$ cat config.mk
export PLATFORM = sky130hd
export DESIGN_NAME = nwb_seq
export DESIGN_NICKNAME = d
export VERILOG_FILES = /design/src/rtl/nwb_pkg.sv /design/src/rtl/nwb_wr_timer.sv /design/src/rtl/nwb_addr_trk.sv /design/src/rtl/nwb_ctrl.sv /design/src/rtl/nwb_seq.sv
export SDC_FILE = /design/constraint.sdc
export NUM_CORES = 1
export LEC_CHECK = 0
export ABC_AREA = 1
export BUFFER_PORTS_ARGS = -buffer_cell sky130_fd_sc_hd__buf_2
export CAP_MARGIN = 20
export CORE_ASPECT_RATIO = 0.7
export CORE_MARGIN = 5
export CORE_UTILIZATION = 57
export DETAILED_ROUTE_END_ITERATION = 7
export PLACE_DENSITY_LB_ADDON = 0.25
export SLEW_MARGIN = 20
export SYNTH_ARGS = -nofsm -noshare
export SYNTH_HDL_FRONTEND = slang
export SYNTH_SLANG_ARGS = --single-unit
$ cat constraint.sdc
create_clock -name clk -period 3.6 [get_ports clk]
set_clock_uncertainty 0.1 [all_clocks]
set_input_delay 0.18 -clock clk [delete_from_list [all_inputs] [get_ports clk]]
set_output_delay 0.18 -clock clk [all_outputs]
set_load 0.05 [all_outputs]
$ cat src/rtl/nwb_pkg.sv
// Shared state encoding and command constants for the write-buffer sequencer.
package nwb_pkg;
    typedef enum logic [2:0] {
        S_IDLE, S_UNLK_A, S_UNLK_B, S_LOAD, S_COUNT, S_WAIT, S_DATA, S_CONF
    } seq_st_t;

    localparam int          UNLK_A_BYTE = 'hAAA;   // word offset 0x555
    localparam int          UNLK_B_BYTE = 'h554;   // word offset 0x2AA
    localparam logic [15:0] UNLK_A_DATA = 16'h00AA;
    localparam logic [15:0] UNLK_B_DATA = 16'h0055;
    localparam logic [15:0] LOAD_CMD    = 16'h0025;
    localparam logic [15:0] CONF_CMD    = 16'h0029;
endpackage

$ cat src/rtl/nwb_wr_timer.sv
// Bus write timer: while a write state is active it holds the strobe for
// WE_CYC cycles and then adds one idle cycle, which is flagged by wr_end.
// Assumes active stays high until wr_end has been seen.
module nwb_wr_timer #(
    parameter int WE_CYC = 2
) (
    input  logic clk,
    input  logic rst_n,
    input  logic active,
    output logic we,
    output logic wr_end
);
    localparam int TW = $clog2(WE_CYC + 1);
    localparam int RW = TW + 1;

    logic [TW-1:0] tcnt_q;
    logic [RW-1:0] run_q;

    // Step through the strobe cycles and the idle cycle of each write.
    always_ff @(posedge clk) begin
        if (!rst_n || !active || wr_end) tcnt_q <= '0;
        else                             tcnt_q <= tcnt_q + 1'b1;
    end

    assign we     = active && (tcnt_q < TW'(WE_CYC));
    assign wr_end = active && (tcnt_q == TW'(WE_CYC));

    // Length of the current strobe run; used only by the assertion.
    always_ff @(posedge clk) begin
        if (!rst_n || !we) run_q <= '0;
        else               run_q <= run_q + 1'b1;
    end

    p_we_run_r9: assert property (@(posedge clk) disable iff (!rst_n)
        $fell(we) |-> (run_q == RW'(WE_CYC)));
endmodule

$ cat src/rtl/nwb_addr_trk.sv
// Address tracker: loads the start address and the count at accept, steps
// the byte address by two for each data word, and reports the last word.
// Assumes word_cnt is nonzero when load is high and that CNT_W <= DATA_W.
module nwb_addr_trk #(
    parameter int ADDR_W = 24,
    parameter int CNT_W  = 6,
    parameter int DATA_W = 16
) (
    input  logic              clk,
    input  logic              rst_n,
    input  logic              load,
    input  logic              step,
    input  logic [ADDR_W-1:0] start_addr,
    input  logic [CNT_W-1:0]  word_cnt,
    output logic [ADDR_W-1:0] cur_addr,
    output logic [DATA_W-1:0] cnt_m1,
    output logic              last
);
    logic [ADDR_W-1:0] addr_q;
    logic [CNT_W-1:0]  rem_q;
    logic [CNT_W-1:0]  cnt_q;

    // Current byte address and the number of words still to write.
    always_ff @(posedge clk) begin
        if (!rst_n) begin
            addr_q <= '0;
            rem_q  <= '0;
            cnt_q  <= '0;
        end else if (load) begin
            addr_q <= start_addr;
            rem_q  <= word_cnt;
            cnt_q  <= word_cnt;
        end else if (step) begin
            addr_q <= addr_q + ADDR_W'(2);
            rem_q  <= rem_q - 1'b1;
        end
    end

    assign cur_addr = addr_q;
    assign cnt_m1   = DATA_W'(cnt_q - 1'b1);
    assign last     = (rem_q == CNT_W'(1));

    p_step_rem_r4: assert property (@(posedge clk) disable iff (!rst_n)
        step |-> (rem_q > CNT_W'(1)));
endmodule

$ cat src/rtl/nwb_ctrl.sv
// Sequencer control: moves through unlock, load, count, data and confirm,
// takes stream words in the wait state, drives the bus address/data mux and
// produces the accept/refuse/done pulses. Assumes wr_end comes from the timer.
module nwb_ctrl
    import nwb_pkg::*;
#(
    parameter int ADDR_W = 24,
    parameter int DATA_W = 16
) (
    input  logic              clk,
    input  logic              rst_n,
    input  logic              start,
    input  logic              cnt_zero,
    input  logic              wd_valid,
    input  logic [DATA_W-1:0] wd_data,
    input  logic              wr_end,
    input  logic              last,
    input  logic [ADDR_W-1:0] cur_addr,
    input  logic [DATA_W-1:0] cnt_m1,
    output logic              load,
    output logic              step,
    output logic              active,
    output logic              busy,
    output logic              wd_ready,
    output logic              accept,
    output logic              refuse,
    output logic              done,
    output logic [ADDR_W-1:0] bus_addr,
    output logic [DATA_W-1:0] bus_data
);
    seq_st_t           st_q, st_d;
    logic [DATA_W-1:0] data_q;
    logic              acc_q, ref_q, done_q;

    assign busy     = (st_q != S_IDLE);
    assign wd_ready = (st_q == S_WAIT);
    assign active   = busy && (st_q != S_WAIT);
    assign load     = (st_q == S_IDLE) && start && !cnt_zero;
    assign step     = (st_q == S_DATA) && wr_end && !last;

    // Next-state selection for the command sequence.
    always_comb begin
        st_d = st_q;
        unique case (st_q)
            S_IDLE:   if (load)     st_d = S_UNLK_A;
            S_UNLK_A: if (wr_end)   st_d = S_UNLK_B;
            S_UNLK_B: if (wr_end)   st_d = S_LOAD;
            S_LOAD:   if (wr_end)   st_d = S_COUNT;
            S_COUNT:  if (wr_end)   st_d = S_WAIT;
            S_WAIT:   if (wd_valid) st_d = S_DATA;
            S_DATA:   if (wr_end)   st_d = last ? S_CONF : S_WAIT;
            S_CONF:   if (wr_end)   st_d = S_IDLE;
            default:                st_d = S_IDLE;
        endcase
    end

    // State register and the registered response pulses.
    always_ff @(posedge clk) begin
        if (!rst_n) begin
            st_q   <= S_IDLE;
            acc_q  <= 1'b0;
            ref_q  <= 1'b0;
            done_q <= 1'b0;
        end else begin
            st_q   <= st_d;
            acc_q  <= load;
            ref_q  <= start && !load;
            done_q <= (st_q == S_CONF) && wr_end;
        end
    end

    // Hold the stream word taken in the wait state for its bus write.
    always_ff @(posedge clk) begin
        if (!rst_n)                      data_q <= '0;
        else if (wd_ready && wd_valid)   data_q <= wd_data;
    end

    // Bus address and data for the write that the current state performs.
    always_comb begin
        bus_addr = '0;
        bus_data = '0;
        unique case (st_q)
            S_UNLK_A: begin bus_addr = ADDR_W'(UNLK_A_BYTE); bus_data = UNLK_A_DATA; end
            S_UNLK_B: begin bus_addr = ADDR_W'(UNLK_B_BYTE); bus_data = UNLK_B_DATA; end
            S_LOAD:   begin bus_addr = cur_addr; bus_data = LOAD_CMD; end
            S_COUNT:  begin bus_addr = cur_addr; bus_data = cnt_m1; end
            S_DATA:   begin bus_addr = cur_addr; bus_data = data_q; end
            S_CONF:   begin bus_addr = cur_addr; bus_data = CONF_CMD; end
            default:  begin bus_addr = '0; bus_data = '0; end
        endcase
    end

    assign accept = acc_q;
    assign refuse = ref_q;
    assign done   = done_q;

    p_conf_last_r5: assert property (@(posedge clk) disable iff (!rst_n)
        (st_q == S_CONF) |-> last);
endmodule

$ cat src/rtl/nwb_seq.sv
// Write-buffer program sequencer top: connects the control, address tracker
// and bus write timer. Assumes the run fits in one device buffer page and
// that start_addr is even.
module nwb_seq #(
    parameter int ADDR_W = 24,
    parameter int CNT_W  = 6,
    parameter int DATA_W = 16,
    parameter int WE_CYC = 2
) (
    input  logic              clk,
    input  logic              rst_n,
    input  logic              start,
    input  logic [ADDR_W-1:0] start_addr,
    input  logic [CNT_W-1:0]  word_cnt,
    output logic              accept,
    output logic              refuse,
    output logic              busy,
    output logic              done,
    input  logic              wd_valid,
    input  logic [DATA_W-1:0] wd_data,
    output logic              wd_ready,
    output logic              fl_we,
    output logic [ADDR_W-1:0] fl_addr,
    output logic [DATA_W-1:0] fl_dq
);
    logic              load, step, active, wr_end, last;
    logic [ADDR_W-1:0] cur_addr;
    logic [DATA_W-1:0] cnt_m1;

    nwb_ctrl #(.ADDR_W(ADDR_W), .DATA_W(DATA_W)) u_ctrl (
        .clk(clk), .rst_n(rst_n), .start(start), .cnt_zero(word_cnt == '0),
        .wd_valid(wd_valid), .wd_data(wd_data), .wr_end(wr_end), .last(last),
        .cur_addr(cur_addr), .cnt_m1(cnt_m1), .load(load), .step(step),
        .active(active), .busy(busy), .wd_ready(wd_ready), .accept(accept),
        .refuse(refuse), .done(done), .bus_addr(fl_addr), .bus_data(fl_dq)
    );

    nwb_addr_trk #(.ADDR_W(ADDR_W), .CNT_W(CNT_W), .DATA_W(DATA_W)) u_trk (
        .clk(clk), .rst_n(rst_n), .load(load), .step(step),
        .start_addr(start_addr), .word_cnt(word_cnt),
        .cur_addr(cur_addr), .cnt_m1(cnt_m1), .last(last)
    );

    nwb_wr_timer #(.WE_CYC(WE_CYC)) u_tmr (
        .clk(clk), .rst_n(rst_n), .active(active), .we(fl_we), .wr_end(wr_end)
    );

    p_refuse_busy_r6: assert property (@(posedge clk) disable iff (!rst_n)
        (start && busy) |=> (refuse && !accept));
    p_zero_cnt_r7: assert property (@(posedge clk) disable iff (!rst_n)
        (start && !busy && word_cnt == '0) |=> (refuse && !busy));
    p_ready_we_r8: assert property (@(posedge clk) disable iff (!rst_n)
        wd_ready |-> !fl_we);
    p_bus_stable_r9: assert property (@(posedge clk) disable iff (!rst_n)
        (fl_we && $past(fl_we)) |-> ($stable(fl_addr) && $stable(fl_dq)));
    p_done_idle_r10: assert property (@(posedge clk) disable iff (!rst_n)
        done |-> (!busy && !fl_we));
    p_accept_busy_r11: assert property (@(posedge clk) disable iff (!rst_n)
        accept |-> busy);
    p_pulse_excl_r11: assert property (@(posedge clk) disable iff (!rst_n)
        $onehot0({accept, refuse}));
endmodule

# Word-level counts from Yosys, hierarchy flattened
# Cells that the tools add are included.
# word_totals
elab_cells	71
ff_bits	60
out_inout_bits	46
in_bits	50
# classes
n_eq_ne	18
add_sub_neg	4
order_cmp	1
mux	16
n_reduce_logical	23
# op_table
op	n
16-bit one-hot mux with 6 select lines	1
24-bit one-hot mux with 3 select lines	1
24-bit two-way mux	2
24-bit by 2-bit adder with 24-bit output, second input constant	1
3-bit two-way mux	8
3-bit one-hot mux with 8 select lines	1
2-bit by 1-bit != test with 1-bit output, second input constant	7
3-bit == test, second input constant	4
6-bit two-way mux	2
1-bit logical AND	10
8-bit AND reduction	1
6-bit by 1-bit subtractor with 7-bit output, second input constant	1
3-bit by 2-bit == test with 1-bit output, second input constant	2
6-bit by 1-bit == test with 1-bit output, second input constant	1
6-bit logical NOT	1
6-bit by 1-bit subtractor with 6-bit output, second input constant	1
1-bit logical NOT	5
4-bit OR reduction	1
3-bit by 1-bit == test with 1-bit output, second input constant	1
3-bit logical NOT	1
3-bit != test, second input constant	1
3-bit nonzero test	1
2-bit by 1-bit adder with 2-bit output, second input constant	1
2-bit == test, second input constant	1
5 further kinds	6

# Depth between registers and ports, before layout
# Gate-level depths: netlist (run 1).
# logic_depth
depth_word	7
depth_mapped	12
ltp_nobuf	11

# Modules after synthesis
# Synthesis (run 1) repeated with hierarchy kept, for this count alone.
# hier_totals
cells_unflattened	559
area_unflattened_um2	3707.3
# modules_own_cells
module	seq_area_each_um2	n_inst	cells_per_inst	area_each_um2
nwb_addr_trk	720.7	1	327	2279.7
nwb_ctrl	440.4	1	216	1321.3
nwb_wr_timer	40.0	1	11	85.1
nwb_seq	0.0	1	5	21.3

# Worst setup path after synthesis (run 1)
# No wires, ideal clock.
# synth_path
path_kind	register to output
start	register u_ctrl.st_q[1]
end	output fl_addr[10]
n_path_buf	1
t_arrival_ns	2.055
slack_ns	1.265
required_ns	3.320
stages_incl_launch_ff	6
cell_sequence	dfxtp_1 > inv_2 > nand2_1 > nand2_1 > clkbuf_1 > o21ai_0
# synth_via
elab_chain_len	3
elab_cells_between_ends	8
classes_between	6 x eq/ne; 1 x mux; 1 x reduce/logical
# synth_rtl
item	line_no	rtl
start, declared	nwb_ctrl.sv:31	seq_st_t st_q, st_d;
start signal, assigned	nwb_ctrl.sv:65	st_q <= st_d;
3-bit by 2-bit == test with 1-bit output / 3-bit == test (equally long branches)	nwb_ctrl.sv:82	unique case (st_q)
4-bit OR reduction (no source line)	n/a	
24-bit one-hot mux with 3 select lines *	nwb_ctrl.sv:82	
end, declared	nwb_seq.sv:23	output logic [ADDR_W-1:0] fl_addr,
# Mark *: on every way between the ends. The rest lies on a longest branch, timed or not.

# Worst setup path in the final report (run 1)
# layout_path
start	register u_ctrl.st_q[1]
end	output fl_addr[4]
# Same word-level chain as after synthesis.

==> results of run 1 <==
## placed cells by master (no fill, tap or decap), drive strengths merged, types with 5 or more instances in the layout
| cell | n |
|---|---|
| xor2 | 7 |
| dfxtp | 60 |
| nor3 | 10 |
| nor2 | 74 |
| ha | 5 |
| a21oi | 44 |
| buf | 96 |
| nand4 | 5 |
| clkbuf | 11 |
| inv | 75 |
| o21ai | 64 |
| o211ai | 9 |
| nand2 | 114 |
| nand3 | 35 |
## path summary, 6_finish.rpt
check,slack [ns],from,to
max,1.05,u_ctrl.st_q[1]$_SDFFE_PN0P_,fl_addr[4]
min,0.02,wd_data[2],u_ctrl.data_q[2]$_SDFFE_PN0P_
max reg2reg,1.22,u_ctrl.st_q[0]$_SDFFE_PN0P_,u_ctrl.st_q[0]$_SDFFE_PN0P_
min reg2reg,0.31,u_tmr.tcnt_q[0]$_SDFF_PP0_,u_tmr.tcnt_q[0]$_SDFF_PP0_
## power by group through the flow
| stage | registers, mW | logic (mW) | clock network, mW |
|---|---|---|---|
| after global placement | 0.918 | 1.48 | 0 |
| final | 0.914 | 1.53 | 0.687 |
| after global routing | 0.931 | 1.67 | 0.727 |
| after CTS | 0.909 | 1.53 | 0.690 |
| after detailed placement | 0.922 | 1.52 | 0 |
| after floorplan | 0.894 | 1.24 | 0 |
## routing by layer
metal / vias to the layer above / part of all wire, % / GRT usage, %
li1: 1938 / - / -
met1: 1724 / 46 / 35.4
met2: 179 / 43 / 36.7
met3: 11 / 9.9 / 7.71
met4: 0 / 0.96 / 4.60
met5: - / 0 / 0
## per-stage QoR
step	worst slack, ns	hold WS [ns]	util (%)	area (sq um)
after floorplan	1.26	0.221	-	3580
after global placement	1.42	0.302	65.3	4020
after detailed placement	1.27	0.309	65.3	4020
after CTS	1.08	0.00943	69.1	4250
after global routing	0.835	0.0224	69.1	4250
final	1.05	0.0154	69.1	4250
## state kept, by name, summed over array words and instances, names as in the netlist
| name | cells |
|---|---|
| u_ctrl.st_q | 3 |
| u_ctrl.data_q | 16 |
| u_trk.rem_q | 6 |
| u_ctrl.refuse | 1 |
| u_trk.cnt_q | 6 |
| u_ctrl.accept | 1 |
| u_tmr.tcnt_q | 2 |
| u_ctrl.done | 1 |
| u_trk.cur_addr | 24 |
## Yosys cell counts (3+ instances only)
cell and instances:
nand3_1 33, nor3_1 7, a31oi_1 4, inv_2 11, a21oi_1 39, ha_1 5, clkbuf_1 8, dfxtp_1 60
nand2_2 4, inv_1 64, xor2_1 7, nor3_2 3, a211oi_2 3, o21ai_1 4, o21ai_0 56, a21oi_2 5
nor2_1 70, o21ai_2 4, buf_4 3, o211ai_1 9, nand4_1 5, nor2_4 3, nand2_1 108, buf_6 4
xnor2_1 3, buf_2 7
## area by class of cell
| class | count | share of cell area, % |
|---|---|---|
| clock buffers | 11 | 3.56 |
| clock inverters | 4 | 1.71 |
| inverters | 76 | 6.71 |
| multi-input cells | 385 | 45.9 |
| flip-flops and latches | 60 | 28.3 |
| well taps | 78 | 2.30 |
| repair buffers | 97 | 11.6 |
## worst min-delay path, cell delays in order
cell	delay, ns
buf_2	0.10
nand3_1	0.07
a21oi_1	0.06
## logic make-up after synthesis
group | share of synthesized area (%)
simple gates | 29.5
compound gates | 20.7
buf+inv | 12.1
flops | 33.5
xor+xnor | 2.44
fa+ha+maj | 1.75
## repair_timing
item,4_1_cts,5_1_grt
endpoints found under the hold margin,1,0
setup endpoints to repair,0,0
hold buffers,1,0
==> results.cfg, run 1 <==
[global_route]
grt_pass1_vias = 3462
grt_max_degree = 38
antenna_found_initial = 0
track_usage_pct = 24.7
grt_pass1_wl_microns = 16500
grt-ovfl-total = 0

[layout]
n_antenna_cell = 0
drive_above_1_share_pct = 23.5
area_growth_pct = 18.6
nFillCells = 546
nets = 684
multi_input_area_sq_um = 1950
layout.cells.non_filler = 711
seq_area_sq_um = 1200

[cts]
numCtsBuffers = 9
cts.sinks = 60
clock_tree.root_cell = clkbuf_8
cts.repair.resized = 0
htree_levels = 3
cts_tree = yes
clk_latency_ns = 0.33
cts_buffer_depth = 2
clk_pin_slew_ns = 0.07
cts_setup_buffers = 0

[sta]
fin_crit_sh_pct = 70.9
rsz0062_at_grt = false
slew_headroom_pct = 42.1
fmaxAchievable_ghz = 0.392
period_minus_slack_ns = 2.55
hold_viol_final = 0
setup_viol = 0
fin_tns_setup_ns = 0
max_slew.worst_pin.slew_ns = 0.867
slew_viol_final = 0

[yosys]
synth_top_area_share_pct = 33.5
yosysSeqAreaShare_pct = 33.5
ys_top_cells_by_area = dfxtp_1 34%, nand2_1 11%, o21ai_0 7.8%
ys_ff_latch = 60
synth_area_sq_um = 3580
synthDistinctLibCells = 38
avgSynthCellArea_sq_um = 6.59
synth_edf_count = 0
synth_cells = 544
post-synth-top-area-cell = dfxtp_1
synth-async-reset-ratio_pct = 0
synth_nets = 599
ys_warn_count = 0
synth_ff_type = dfxtp_1

[power_and_ir_drop]
p_leak_nw = 1.88
p_sw_mw = 1.54
clockPowerShare_pct = 21.9
seqPwrFrac_pct = 29.2
pwr-share-comb_pct = 48.9
p_per_area_nw_per_um2 = 737
vdd_drop_max_mv = 0.376
swShare_pct = 49.2
intPower_mw = 1.59
power.total_mw = 3.13

[detailed_routing]
num_vias = 3852
post_drt_via_cell_ratio = 5.42
route.detailed.drc = 0
antenna_left = 0
wl_microns = 10100
wl_per_cell_microns = 14.2
first_pass_iters = 5
initialDrtViolationCount = 315

[critical_path]
crit_path_frequent_cell = nand2_1
worst_path_max_delay_cell = nand2_1
critical_path.top_delay_family = simple AND/OR/NAND/NOR gates
crit_buf_inv = 2
endpoint_kind = primary output
path_cells = inv_2 -> nand2_1 -> nand2_1 -> o21ai_0 -> buf_2
reg2regPathDepth = 7
cp.depth = 5
cp.required_ns = 3.32
cp-start-kind = flip-flop
critPathMaxStageDelay_ns = 0.49
cp.arrival_ns = 2.27
worstPathMaxFanout = 22
criticalPathCategory = flip-flop to primary output

[floorplan]
rows = 24
io_pins = 96
start_util_pct = 58.2
die_x_microns = 105
dieArea_sq_um = 8000
chipHeight_microns = 76.4
core_area_sq_um = 6160

[placement]
dp_hpwl_microns = 7360
placed_cells = 695
portBuffers = 95
gp_congestion = 0.928

[flow_run]
cap_violations = 0

[min_path]
hold_path.class = input pin to flip-flop
holdPathStages = 3

[status]
status = finished clean
(Power assumes the default switching activity.)
==> inputs of run 2 (changes only) <==
--- a/config.mk
+++ b/config.mk
@@ -5,12 +5,12 @@
 export SDC_FILE = /design/constraint.sdc
 export NUM_CORES = 1
 export LEC_CHECK = 0
-export ABC_AREA = 1
+export ABC_AREA = 0
 export BUFFER_PORTS_ARGS = -buffer_cell sky130_fd_sc_hd__buf_2
 export CAP_MARGIN = 20
 export CORE_ASPECT_RATIO = 0.7
 export CORE_MARGIN = 5
-export CORE_UTILIZATION = 57
+export CORE_UTILIZATION = 52
 export DETAILED_ROUTE_END_ITERATION = 7
 export PLACE_DENSITY_LB_ADDON = 0.25
 export SLEW_MARGIN = 20
==> constraint.sdc (replaced) <==
create_clock -name clk -period 2.5 [get_ports clk]
set_clock_uncertainty 0.1 [all_clocks]
set_input_delay 0.125 -clock clk [delete_from_list [all_inputs] [get_ports clk]]
set_output_delay 0.125 -clock clk [all_outputs]
set_load 0.05 [all_outputs]
==> run 2 against run 1 <==
Global-route usage up 0.35 points. Sequential cell count did not move. Total power grew 9.5%. Non-clock buffer count is 54 higher. Critical path depth grew 1. Register-to-register slack got worse by 1.1 ns. Largest power group is now sequential cells.
==> results.cfg, run 2 <==
[placement]
dp_hpwl_microns = 6890
placed_cells = 590
gp_congestion = 0.829
portBuffers = 95

[min_path]
hold_path.class = input pin to flip-flop
holdPathStages = 3
holdPathEnd = u_trk.cur_addr[10]$_SDFFE_PN0P_
min_from = start_addr[10]

[sta]
fmaxAchievable_ghz = 0.427
slew_headroom_pct = 43.8
hold_viol_final = 0
hold-worst-slack_ns = 0.0179
max_slew.worst_pin.slew_ns = 0.842
setup_viol = 0
period_minus_slack_ns = 2.34
fin_tns_setup_ns = 0
rsz0062_at_grt = false
slew_viol_final = 0
fin_crit_sh_pct = 93.7

[critical_path]
worstPathMaxFanout = 12
crit_buf_inv = 2
critPathMaxStageDelay_ns = 0.56
worstReg2RegEnd = u_trk.cur_addr[16]$_SDFFE_PN0P_
worst_path_max_delay_cell = dlygate4sd3_1
criticalPathCategory = flip-flop to flip-flop
ff2ff_setup_slack_ns = 0.16
cp.arrival_ns = 2.48
reg2regPathDepth = 6
endpoint_kind = flip-flop
path_cells = or3_1 -> a211o_2 -> buf_4 -> o21ai_0 -> dlygate4sd3_1 -> a21oi_1
cp-start-kind = flip-flop
critical_path.top_delay_family = buffers and inverters
cp.required_ns = 2.64
r2r_start = u_ctrl.st_q[1]$_SDFFE_PN0P_

[yosys]
synth_nets = 483
synth_edf_count = 0
yosysSeqAreaShare_pct = 37.3
synth_xor_area_share_pct = 4.08
synthAdderAreaFrac_pct = 1.94
synthDistinctLibCells = 48
synth-async-reset-ratio_pct = 0
synth_common_cells = 88 x nand2_1, 60 x dfxtp_1, 49 x a21oi_1, 24 x nor2_1, 21 x o21ai_0
synth_cells = 428
synth_top_family_by_area = simple AND/OR/NAND/NOR gates
synth_area_sq_um = 3220
ys_ff_latch = 60
yosysMostFrequentCell = nand2_1
synthMuxAreaShare_pct = 0
avgSynthCellArea_sq_um = 7.53
synth_ff_type = dfxtp_1
synth-compound-area-share_pct = 22.3
post-synth-top-area-cell = dfxtp_1
synth_top_area_share_pct = 37.3
ys_warn_count = 0
yosys.area_share.simple_pct = 30.2
ys_top_cells_by_area = dfxtp_1 37%, nand2_1 10%, a21oi_1 7.6%

[layout]
n_antenna_cell = 0
layout.cells.non_filler = 649
nets = 621
largest_register_ffs = 24
utilization_pct = 73.6
final_common_cell = buf_2
area_growth_pct = 39.9
drive_above_1_share_pct = 23.1
most-common-layout-cells = 95 x buf_2, 88 x nand2_1, 60 x dfxtp_1

[cts]
clock_tree.root_cell = clkbuf_8
cts_buffer_depth = 2
cts.sinks = 60
cts_tree = yes
clk_pin_slew_ns = 0.07
clk_latency_ns = 0.35
cts_setup_buffers = 0
htree_levels = 3
numCtsBuffers = 9

[flow_run]
cap_violations = 0

[status]
status = finished clean

[detailed_routing]
wl_per_cell_microns = 15.1
antenna_left = 0
wl_microns = 9830
route.detailed.drc = 0
initialDrtViolationCount = 210
first_pass_iters = 5
post_drt_via_cell_ratio = 5.61
num_vias = 3642

[global_route]
grt_pass1_vias = 3359
grt_max_degree = 30
grt-ovfl-total = 0
track_usage_pct = 25.0
grt_pass1_wl_microns = 16000
antenna_found_initial = 0

[floorplan]
dieArea_sq_um = 7900
io_pins = 96
rows = 24
core_area_sq_um = 6130
start_util_pct = 52.6
die_x_microns = 104
chipHeight_microns = 75.9

[power_and_ir_drop]
vdd_drop_max_mv = 0.425
p_per_area_nw_per_um2 = 761
p_leak_nw = 2.09
[run 2: changes by cell type in the layout (fill, tap and decap cells not counted), moves of 10 or more]
cell           before  now
a21o_1              0   12
dlygate4sd3_1       1   43
inv_2              11    0
and2_1              1   18
nand3_1            33   10
inv_1              64   10
nand2_1           108   88
buf_4               1   11
nor2_1             70   24
o21ai_0            56   21
a21oi_1            39   49
[run 2: per-stage QoR]
stage	setup slack, ns	power, mW	area (sq um)
floorplan	0.0997	1.95	3220
global placement	0.432	2.24	3820
detailed placement	0.296	2.26	3820
CTS	0.128	3.42	4500
global route	0.0490	3.59	4510
finish	0.157	3.43	4510
[run 2: cell families (layout without fill, tap and decap cells)]
group / Yosys count / after routing
simple gates: 196 / 196
compound gates: 118 / 118
flops: 60 / 60
buf+inv: 34 / 177
xor+xnor: 15 / 15
fa+ha+maj: 5 / 5
[run 2: final cells by class]
type	count	area (sq um)
inverters	10	37.5
clock buffers	12	155
flip-flops and latches	60	1200
well taps	78	97.6
fillers	497	1620
multi-input cells	334	1890
clock inverters	4	95.1
repair buffers	151	1030
[run 2: worst max path at each step]
stage,from,end,slack (ns),cells after the start
floorplan,u_ctrl.st_q[1]$_SDFFE_PN0P_,fl_dq[2],0.1,4
global placement,word_cnt[5],u_trk.cur_addr[9]$_SDFFE_PN0P_,0.43,6
detailed placement,word_cnt[5],u_trk.cur_addr[9]$_SDFFE_PN0P_,0.30,6
CTS,u_ctrl.st_q[1]$_SDFFE_PN0P_,u_trk.cur_addr[16]$_SDFFE_PN0P_,0.13,6
global route,u_ctrl.st_q[1]$_SDFFE_PN0P_,u_trk.cur_addr[16]$_SDFFE_PN0P_,0.05,6
finish,u_ctrl.st_q[1]$_SDFFE_PN0P_,u_trk.cur_addr[16]$_SDFFE_PN0P_,0.16,6
[run 2: tightest hold or removal path, cell delays in order]
cell and delay [ns]:
buf_2 0.08, o21ai_0 0.09, a21oi_1 0.13
[run 2: power breakdown]
group	internal, mW	switching (mW)	total [mW]
clock	0.716	0.402	1.12
sequential	1.08	0.131	1.21
combinational	0.396	0.709	1.11
total	2.19	1.24	3.43
[run 2: timing repair]
item	in CTS	in global routing
hold endpoints to repair	46	0
resized for setup	0	2
endpoints found under the setup margin	0	3
hold buffers	43	0
[run 2: routing by layer]
metal / global-route usage, % / wire (microns) / vias up
met2: 40.0 / 4430 / 136
met1: 33.5 / 4590 / 1704
met5: 0 / 0 / -
li1: - / - / 1788
met4: 7.04 / 85 / 0
met3: 7.37 / 724 / 14
==> inputs of run 3 (changes only) <==
--- a/config.mk
+++ b/config.mk
@@ -12,7 +12,9 @@
 export CORE_MARGIN = 5
 export CORE_UTILIZATION = 52
 export DETAILED_ROUTE_END_ITERATION = 7
+export GPL_TIMING_DRIVEN = 0
 export PLACE_DENSITY_LB_ADDON = 0.25
+export SKIP_LAST_GASP = 1
 export SLEW_MARGIN = 20
 export SYNTH_ARGS = -nofsm -noshare
 export SYNTH_HDL_FRONTEND = slang
==> run 3 against run 2 <==
Sequential power about the same. Wire length up 5.9%. Hold slack worse by 0.015 ns. Maximum frequency down 2.4%. Cell count up 1.5%. Setup slack worse by 0.058 ns. Total power down 3.4%. Critical path type is now flip-flop to primary output. Largest cell class unchanged. Largest power group unchanged.
==> results.cfg, run 3 (synthesis results as in run 2) <==
[power_and_ir_drop]
p_per_area_nw_per_um2 = 741
p_leak_nw = 2.04
vdd_drop_max_mv = 0.392

[floorplan]
die_x_microns = 104
chipHeight_microns = 75.9
dieArea_sq_um = 7900
io_pins = 96
core_area_sq_um = 6130
rows = 24
start_util_pct = 52.6

[flow_run]
cap_violations = 0

[cts]
numCtsBuffers = 9
cts_tree = yes
clk_latency_ns = 0.35
cts.sinks = 60
clock_tree.root_cell = clkbuf_8
cts_buffer_depth = 2
htree_levels = 3
clk_pin_slew_ns = 0.07

[detailed_routing]
first_pass_iters = 5
post_drt_via_cell_ratio = 5.65
initialDrtViolationCount = 216
antenna_left = 0
wl_microns = 10400
wl_per_cell_microns = 15.8
route.detailed.drc = 0
num_vias = 3723

[critical_path]
worstPathMaxFanout = 10
cp.required_ns = 2.28
cp-start-kind = flip-flop
criticalPathCategory = flip-flop to primary output
cp.arrival_ns = 2.18
ff2ff_setup_slack_ns = 0.21
endpoint_kind = primary output

[layout]
largest_register_ffs = 24
most-common-layout-cells = 99 x buf_2, 87 x nand2_1, 60 x dfxtp_1
n_antenna_cell = 0
drive_above_1_share_pct = 22.5
final_common_cell = buf_2
nets = 631
area_growth_pct = 38.8

[sta]
max_slew.worst_pin.slew_ns = 0.748
fin_tns_setup_ns = 0
hold_viol_final = 0
slew_headroom_pct = 49.9
fmaxAchievable_ghz = 0.417
setup_viol = 0
period_minus_slack_ns = 2.40
hold-worst-slack_ns = 0.00295
rsz0062_at_grt = false
slew_viol_final = 0
fin_crit_sh_pct = 96.0

[placement]
dp_hpwl_microns = 7190
portBuffers = 94
gp_congestion = 0.963

[global_route]
track_usage_pct = 26.0
grt-ovfl-total = 0
antenna_found_initial = 0
grt_pass1_wl_microns = 16300
grt_pass1_vias = 3366
grt_max_degree = 13

[status]
status = finished clean

[min_path]
hold_path.class = input pin to flip-flop
[run 3: stage by stage]
stage / std cells / total power, mW / util [%] / instance area, sq um / setup WS, ns
6_report: 659 / 3.31 / 73.0 / 4470 / 0.0996
5_1_grt: 659 / 3.46 / 73.0 / 4470 / 0.0142
4_1_cts: 659 / 3.29 / 72.7 / 4450 / 0.0629
3_5_place_dp: 600 / 2.25 / 62.0 / 3800 / 0.240
3_3_place_gp: 600 / 2.22 / 61.9 / 3790 / 0.0845
2_1_floorplan: 428 / 1.95 / - / 3220 / 0.0997
[run 3: critical path, cell delays in order (launching register included)]
cell and delay, ns:
dfxtp_1 0.48, clkbuf_2 0.27, buf_1 0.38, a22oi_1 0.16, o21ai_0 0.24, buf_2 0.31
[run 3: final timing paths]
check / startpoint / end / depth (start not counted)
setup / recovery: u_ctrl.st_q[1]$_SDFFE_PN0P_ / fl_dq[3] / 5
setup reg to reg: u_tmr.tcnt_q[0]$_SDFF_PP0_ / u_trk.cur_addr[20]$_SDFFE_PN0P_ / 7
hold reg to reg: u_tmr.tcnt_q[0]$_SDFF_PP0_ / u_tmr.tcnt_q[0]$_SDFF_PP0_ / 1
hold / removal: start / u_ctrl.refuse$_SDFF_PN0_ / 3
[run 3: repair_timing]
| action | 4_1_cts | 5_1_grt |
|---|---|---|
| buffers inserted | 0 | 0 |
| setup endpoints to repair | 10 | 35 |
| resized for setup | 2 | 8 |
| hold endpoints to repair | 46 | 0 |
| hold buffers | 43 | 0 |
[run 3: report_power, final]
part	switching [mW]	internal (mW)
Clock	0.433	0.566
Sequential	0.131	1.08
Combinational	0.738	0.370
Total	1.30	2.01
[run 3: layout make-up]
type | instances | area [sq um]
Buffer | 24 | 101
Clock buffer | 9 | 124
Clock inverter | 7 | 101
Fill cell | 511 | 1650
Inverter | 10 | 37.5
Multi-Input combinational cell | 334 | 1910
Sequential cell | 60 | 1200
Tap cell | 78 | 97.6
Timing Repair Buffer | 137 | 901
[run 3: layer usage]
layer,GRT usage [%],up-vias,share of wire (%)
met1,34.8,1695,43
li1,-,1814,-
met3,8.81,15,11
met4,7.90,0,1.1
met5,0,-,0
met2,40.2,199,45
